==> config.mk <==
export PLATFORM = sky130hd
export DESIGN_NAME = codec_mode_clk_ctrl
export DESIGN_NICKNAME = d
export VERILOG_FILES = /design/src/rtl/cmc_pkg.sv /design/src/rtl/cmc_activity.sv /design/src/rtl/cmc_pwr_ctl.sv /design/src/rtl/cmc_mode_dec.sv /design/src/rtl/codec_mode_clk_ctrl.sv
export SDC_FILE = /design/constraint.sdc
export NUM_CORES = 1
export LEC_CHECK = 0
export ABC_CLOCK_PERIOD_IN_PS = 5900
export BUFFER_PORTS_ARGS = -buffer_cell sky130_fd_sc_hd__buf_2
export CAP_MARGIN = 0
export CORE_AREA = 2 2 86 88
export CTS_CLUSTER_DIAMETER = 40
export DETAILED_ROUTE_END_ITERATION = 6
export DIE_AREA = 0 0 88 90
export SLEW_MARGIN = 20
export SYNTH_ARGS = -nofsm -noshare
export SYNTH_HDL_FRONTEND = slang
export SYNTH_SLANG_ARGS = --single-unit
==> constraint.sdc <==
create_clock -name ref_clk -period 5.9 [get_ports ref_clk]
set_clock_uncertainty 0.05 [all_clocks]
set_input_delay 1.18 -clock ref_clk [delete_from_list [all_inputs] [get_ports ref_clk]]
set_output_delay 1.18 -clock ref_clk [all_outputs]
set_load 0.01 [all_outputs]
==> src/rtl/cmc_pkg.sv <==
package cmc_pkg;

   typedef enum logic [1:0] {
      MODE_FULL = 2'd0,
      MODE_TXH  = 2'd1,
      MODE_RXH  = 2'd2,
      MODE_PDN  = 2'd3
   } op_mode_t;

   localparam int CH_TXFS  = 0;
   localparam int CH_RXFS  = 1;
   localparam int CH_TXMCK = 2;
   localparam int CH_RXMCK = 3;
   localparam int CH_RXBCK = 4;
   localparam int NUM_CH   = 5;

endpackage

==> src/rtl/cmc_activity.sv <==
module cmc_activity #(
   parameter int WIN         = 64,
   parameter int SYNC_STAGES = 2
) (
   input  logic clk,
   input  logic rst_n,
   input  logic pin,
   output logic active,
   output logic level,
   output logic edge_seen,
   output logic rise
);
   localparam int CW  = $clog2(WIN + 1);
   localparam int MSB = SYNC_STAGES - 1;

   if (WIN < 2) begin : g_bad_win
      $error("cmc_activity: WIN must be at least 2");
   end
   if (SYNC_STAGES < 2) begin : g_bad_sync
      $error("cmc_activity: SYNC_STAGES must be at least 2");
   end

   logic [MSB:0]  sync_q;
   logic          last_q;
   logic [CW-1:0] quiet_q;

   assign edge_seen = sync_q[MSB] ^ last_q;
   assign rise      = sync_q[MSB] & ~last_q;
   assign level     = sync_q[MSB];
   assign active    = (quiet_q < CW'(WIN));

   always_ff @(posedge clk or negedge rst_n) begin
      if (!rst_n) begin
         sync_q  <= '0;
         last_q  <= 1'b0;
         quiet_q <= CW'(WIN);
      end else begin
         sync_q <= {sync_q[MSB-1:0], pin};
         last_q <= sync_q[MSB];
         if (edge_seen)
            quiet_q <= '0;
         else if (quiet_q != CW'(WIN))
            quiet_q <= quiet_q + 1'b1;
      end
   end


   edge_marks_active_chk: assert property (@(posedge clk) disable iff (!rst_n)
      edge_seen |=> active);

endmodule

==> src/rtl/cmc_pwr_ctl.sv <==
module cmc_pwr_ctl #(
   parameter int PD_TIMEOUT     = 16384,
   parameter int RELEASE_PULSES = 2
) (
   input  logic clk,
   input  logic rst_n,
   input  logic fs_edge_any,
   input  logic tx_fs_rise,
   input  logic pin_pd_hold,
   output logic pwr_down,
   output logic tx_release
);
   localparam int TW = $clog2(PD_TIMEOUT + 1);
   localparam int RW = $clog2(RELEASE_PULSES + 1);

   if (PD_TIMEOUT < 1) begin : g_bad_to
      $error("cmc_pwr_ctl: PD_TIMEOUT must be positive");
   end
   if (RELEASE_PULSES < 1) begin : g_bad_rel
      $error("cmc_pwr_ctl: RELEASE_PULSES must be positive");
   end

   logic [TW-1:0] idle_q;
   logic [RW-1:0] rel_q;
   logic          timed_out;

   assign timed_out  = (idle_q == TW'(PD_TIMEOUT));
   assign pwr_down   = timed_out | pin_pd_hold;
   assign tx_release = (rel_q == RW'(RELEASE_PULSES));

   always_ff @(posedge clk or negedge rst_n) begin
      if (!rst_n) begin
         idle_q <= TW'(PD_TIMEOUT);
      end else if (fs_edge_any) begin
         idle_q <= '0;
      end else if (!timed_out) begin
         idle_q <= idle_q + 1'b1;
      end
   end

   always_ff @(posedge clk or negedge rst_n) begin
      if (!rst_n) begin
         rel_q <= '0;
      end else if (pwr_down) begin
         rel_q <= '0;
      end else if (tx_fs_rise && !tx_release) begin
         rel_q <= rel_q + 1'b1;
      end
   end


   fs_edge_restarts_chk: assert property (@(posedge clk) disable iff (!rst_n)
      fs_edge_any |=> !timed_out);


   pd_clears_release_chk: assert property (@(posedge clk) disable iff (!rst_n)
      pwr_down |=> (rel_q == '0));

endmodule

==> src/rtl/cmc_mode_dec.sv <==
module cmc_mode_dec
   import cmc_pkg::*;
#(
   parameter bit A_LAW = 1'b0
) (
   input  logic       clk,
   input  logic       rst_n,
   input  logic       tx_fs_act,
   input  logic       rx_fs_act,
   input  logic       rx_mck_act,
   input  logic       rx_bck_act,
   input  logic       rx_bck_lvl,
   input  logic       pwr_down,
   input  logic       tx_release,
   output logic [1:0] mode,
   output logic       mclk_sel,
   output logic       bclk_sel,
   output logic       freq_2048,
   output logic       tx_en,
   output logic       rx_en,
   output logic       rx_mute,
   output logic       tx_oe,
   output logic       gain_oe
);
   op_mode_t held_q;
   op_mode_t run_mode;
   op_mode_t cur_mode;
   logic     clksel_hi;

   always_comb begin
      unique case ({tx_fs_act, rx_fs_act})
         2'b11:   run_mode = MODE_FULL;
         2'b10:   run_mode = MODE_TXH;
         2'b01:   run_mode = MODE_RXH;
         default: run_mode = held_q;
      endcase
   end

   assign cur_mode = pwr_down ? MODE_PDN : run_mode;

   always_ff @(posedge clk or negedge rst_n) begin
      if (!rst_n)
         held_q <= MODE_FULL;
      else if (!pwr_down)
         held_q <= run_mode;
   end

   assign mode     = cur_mode;
   assign mclk_sel = (cur_mode == MODE_RXH) && rx_mck_act;
   assign bclk_sel = ~rx_bck_act;
   assign tx_en    = (cur_mode == MODE_FULL) || (cur_mode == MODE_TXH);
   assign rx_en    = (cur_mode == MODE_FULL) || (cur_mode == MODE_RXH);
   assign rx_mute  = ~rx_en;
   assign tx_oe    = tx_en & tx_release;
   assign gain_oe  = ~pwr_down;

   assign clksel_hi = rx_bck_act | rx_bck_lvl;

   if (A_LAW) begin : g_alaw
      assign freq_2048 = clksel_hi;
   end else begin : g_mulaw
      assign freq_2048 = ~clksel_hi;
   end


   oe_needs_powered_chk: assert property (@(posedge clk) disable iff (!rst_n)
      $rose(tx_oe) |-> !$past(pwr_down));

endmodule

==> src/rtl/codec_mode_clk_ctrl.sv <==
module codec_mode_clk_ctrl
   import cmc_pkg::*;
#(
   parameter int ACT_WINDOW     = 64,
   parameter int SYNC_STAGES    = 2,
   parameter int PD_TIMEOUT     = 16384,
   parameter int RELEASE_PULSES = 2,
   parameter bit A_LAW          = 1'b0
) (
   input  logic       ref_clk,
   input  logic       rst_n,
   input  logic       tx_fs,
   input  logic       rx_fs,
   input  logic       tx_mclk,
   input  logic       rx_mclk_pd,
   input  logic       rx_bclk_sel,
   output logic [1:0] mode,
   output logic       pwr_down,
   output logic       mclk_sel,
   output logic       bclk_sel,
   output logic       freq_2048,
   output logic       tx_en,
   output logic       rx_en,
   output logic       rx_mute,
   output logic       tx_oe,
   output logic       gain_oe
);
   if (PD_TIMEOUT <= ACT_WINDOW) begin : g_bad_timing
      $error("codec_mode_clk_ctrl: PD_TIMEOUT must exceed ACT_WINDOW");
   end

   logic [NUM_CH-1:0] raw_pins;
   logic [NUM_CH-1:0] act;
   logic [NUM_CH-1:0] lvl;
   logic [NUM_CH-1:0] edg;
   logic [NUM_CH-1:0] rse;
   logic              pin_pd_hold;
   logic              tx_release;
   logic              unused_pin_bits;

   assign raw_pins = {rx_bclk_sel, rx_mclk_pd, tx_mclk, rx_fs, tx_fs};

   for (genvar ch = 0; ch < NUM_CH; ch++) begin : g_pin
      cmc_activity #(
         .WIN         (ACT_WINDOW),
         .SYNC_STAGES (SYNC_STAGES)
      ) u_act (
         .clk       (ref_clk),
         .rst_n     (rst_n),
         .pin       (raw_pins[ch]),
         .active    (act[ch]),
         .level     (lvl[ch]),
         .edge_seen (edg[ch]),
         .rise      (rse[ch])
      );
   end

   assign unused_pin_bits = &{act[CH_TXMCK], lvl[CH_TXMCK:CH_TXFS],
                              rse[NUM_CH-1:CH_RXFS], edg[NUM_CH-1:CH_TXMCK]};

   assign pin_pd_hold = lvl[CH_RXMCK] & ~act[CH_RXMCK];

   cmc_pwr_ctl #(
      .PD_TIMEOUT     (PD_TIMEOUT),
      .RELEASE_PULSES (RELEASE_PULSES)
   ) u_pwr (
      .clk         (ref_clk),
      .rst_n       (rst_n),
      .fs_edge_any (edg[CH_TXFS] | edg[CH_RXFS]),
      .tx_fs_rise  (rse[CH_TXFS]),
      .pin_pd_hold (pin_pd_hold),
      .pwr_down    (pwr_down),
      .tx_release  (tx_release)
   );

   cmc_mode_dec #(
      .A_LAW (A_LAW)
   ) u_mode (
      .clk        (ref_clk),
      .rst_n      (rst_n),
      .tx_fs_act  (act[CH_TXFS]),
      .rx_fs_act  (act[CH_RXFS]),
      .rx_mck_act (act[CH_RXMCK]),
      .rx_bck_act (act[CH_RXBCK]),
      .rx_bck_lvl (lvl[CH_RXBCK]),
      .pwr_down   (pwr_down),
      .tx_release (tx_release),
      .mode       (mode),
      .mclk_sel   (mclk_sel),
      .bclk_sel   (bclk_sel),
      .freq_2048  (freq_2048),
      .tx_en      (tx_en),
      .rx_en      (rx_en),
      .rx_mute    (rx_mute),
      .tx_oe      (tx_oe),
      .gain_oe    (gain_oe)
   );


   pin_hold_forces_pd_chk: assert property (@(posedge ref_clk) disable iff (!rst_n)
      (lvl[CH_RXMCK] && !act[CH_RXMCK]) |-> (mode == 2'd3));

endmodule

==> results.cfg <==
[timing]
worst_slack_ps = 2340
timing_hold_violations_final = 0
drv_slew = 0
period_share_pct = 60.3
finalSetupTns_ps = 0
worst_pin_slew_ps = 741
rsz0062_at_grt = false
fin_crit_ps = 3560
max_clock_freq_ghz = 0.281
maxSlewHeadroom_pct = 50.6
report.final.setup_viol = 0

[yosys]
synth_edf_count = 0
yosys_most_used_dff = dfrtp_1
syn_area_per_cell_um2 = 10.5
synth_cells = 261
ys_top_cells_by_area = dfrtp_1 49%, xnor2_1 6.4%, xor2_1 5.7%
seq_area_frac_synth_pct = 53.9
synth_top_area_share_pct = 49.1
ys_seq_elements = 59
yosysUniqueCellTypes = 39
synth_fp_nets = 280
synthArstFlopShare_pct = 100
yosysTopAreaCell = dfrtp_1
synth_area_um2 = 2750
yosys_warnings = 0

[clock_network]
clock_latency_ps = 340
clkSinkCount = 59
htree_num_levels = 3
clk_pin_slew_ps = 70
postCtsSetupBuffers = 0
cts_tree = yes
cts_buffers = 9
root_buffer = clkbuf_8
cts_buffer_depth = 2
cts_hold_buffers = 0
cts_resized = 0

[setup_path]
critPathArrivalTime_ps = 2330
cp.required_ps = 4670
cp_max_fo = 8
start_kind = register
setup.worst_path.class = reg2out
critPathCaptureType = primary output

[power_and_ir_drop]
intPower_mw = 0.786
p_switching_mw = 0.235
comb_power_share_pct = 9.3
p_clk_share_pct = 46.3
leakage_nw = 1.45
ir_drop_uv = 102
power_density_nw_per_um2 = 319
p_seq_share_pct = 44.3
netSwitchingFraction_pct = 23.0

[place]
globalplace.congestion = 0.791
dp_hpwl_um = 3090
dp_slack_ps = 2700
io_buffer_count = 16

[floorplan]
design.core.area_um2 = 7020
start_util_pct = 39.2
die_area_um2 = 7920
dieWidth_um = 88
die_y_um = 90
io_pins = 18
rows = 31

[detailed_routing]
drt-pass1-iter-count = 4
post_drt_wl_per_cell_um = 12.2
via_per_inst = 4.80
drt_iter0_markers = 55
antenna_left = 0
vias = 1867
wl_um = 4730
drc_errors = 0

[finish]
final_cell_mix = 54 x dfrtp_1, 39 x nor2_1, 20 x nand3_1, 20 x xnor2_1, 18 x xor2_1
diodes = 0
fill_cells = 645
areaGrowthSynthToFinish_pct = 16.5
nets = 304
layout-drive-gt1-share_pct = 15.5
final_common_cell = dfrtp_1

[job]
cap_violations = 0

[global_routing]
grt_pass1_vias = 1939
grt_use_total_pct = 13.6
grt_start_max_net_pins = 60
globalRouteOverflowTotal = 0
grt_pass1_wl_um = 8500
antenna_found_initial = 0

[min_path]
hold_path.class = reg2reg

[status]
status = complete, no violations
-- area by class of cell --
cell class                      count  area [um2]  share of cell area (%)
Clock buffer                       12         165                    5.15
Clock inverter                      4        95.1                    2.97
Inverter                           19        72.6                    2.26
Tap cell                           99         124                    3.87
Timing Repair Buffer               17        87.6                    2.73
Sequential cell                    59        1480                    46.3
Multi-Input combinational cell    179        1180                    36.7
-- registers in the layout, indices dropped and copies added, names as in the netlist --
register	flops
u_pwr.rel_q	2
u_pwr.idle_q	15
u_mode.held_q	2
g_pin.u_act.sync_q	8
g_pin.u_act.last_q	4
g_pin.u_act.quiet_q	28
-- power by group through the flow --
stage / combinational [mW] / clock, mW / sequential [mW]
3_3_place_gp: 0.0928 / 0 / 0.459
5_1_grt: 0.113 / 0.504 / 0.457
3_5_place_dp: 0.0981 / 0 / 0.460
6_report: 0.0954 / 0.473 / 0.453
2_1_floorplan: 0.0693 / 0 / 0.454
4_1_cts: 0.0985 / 0.487 / 0.453
-- worst max-delay path: stages (launching register included) --
cell and delay, ps:
dfrtp_1 440, or4_1 590, o41a_1 520, clkinv_2 120, nor2_2 60, inv_2 60
nor3_1 40, buf_2 150
-- logic make-up after synthesis --
kind of cell             after synthesis  synth area share (%)
AND/OR/NAND/NOR                      112                  20.8
XOR/XNOR                              38                  12.1
flip-flops                            59                  53.9
buffers and inverters                 23                  3.32
AO/OA/AOI/OAI                         13                  2.96
multiplexers                           4                  1.46
adder cells (fa/ha/maj)               12                  5.46
-- layer usage --
metal / part of all wire [%] / GRT usage (%)
met2: 48 / 21.5
met1: 48 / 17.0
met5: 0 / 0
met3: 3.4 / 4.96
met4: 0.93 / 5.00
-- final timing paths --
path / end / from / slack, ps / cells after the start
setup / recovery: mclk_sel / u_pwr.idle_q[2] / 2340 / 7
max in group asynchronous: u_pwr.idle_q[12] / rst_n / 4370 / 2
setup reg to reg: u_pwr.idle_q[0] / u_pwr.idle_q[2] / 3910 / 4
hold / removal: g_pin[0].u_act.sync_q[1] / g_pin[0].u_act.sync_q[0] / 300 / 0
min in group asynchronous: g_pin[4].u_act.quiet_q[2] / rst_n / 930 / 2
hold reg to reg: g_pin[0].u_act.sync_q[1] / g_pin[0].u_act.sync_q[0] / 300 / 0
-- metrics by stage --
step / total power, mW / std cells / hold slack [ps] / area (um2) / util (%)
3_5_place_dp: 0.558 / 373 / 287 / 2940 / 41.9
6_report: 1.02 / 389 / 300 / 3200 / 45.6
5_1_grt: 1.07 / 389 / 312 / 3200 / 45.6
4_1_cts: 1.04 / 389 / 303 / 3200 / 45.6
2_1_floorplan: 0.524 / 261 / 281 / 2750 / -
3_3_place_gp: 0.551 / 373 / 284 / 2940 / 41.9
-- synth_stat cells, types with 2 or more instances --
library cell and instances:
a21oi_1 6, and3_1 10, clkbuf_1 3, dfrtp_1 54, dfstp_2 5, ha_1 12
inv_1 15, inv_2 2, mux2i_1 4, nand2_1 8, nand2b_1 3, nand3_1 20
nand3b_1 3, nand4_1 3, nor2_1 39, nor3_1 7, nor4_1 5, o21ai_0 3
or4_1 3, xnor2_1 20, xor2_1 18
(Power assumes the default switching activity.)
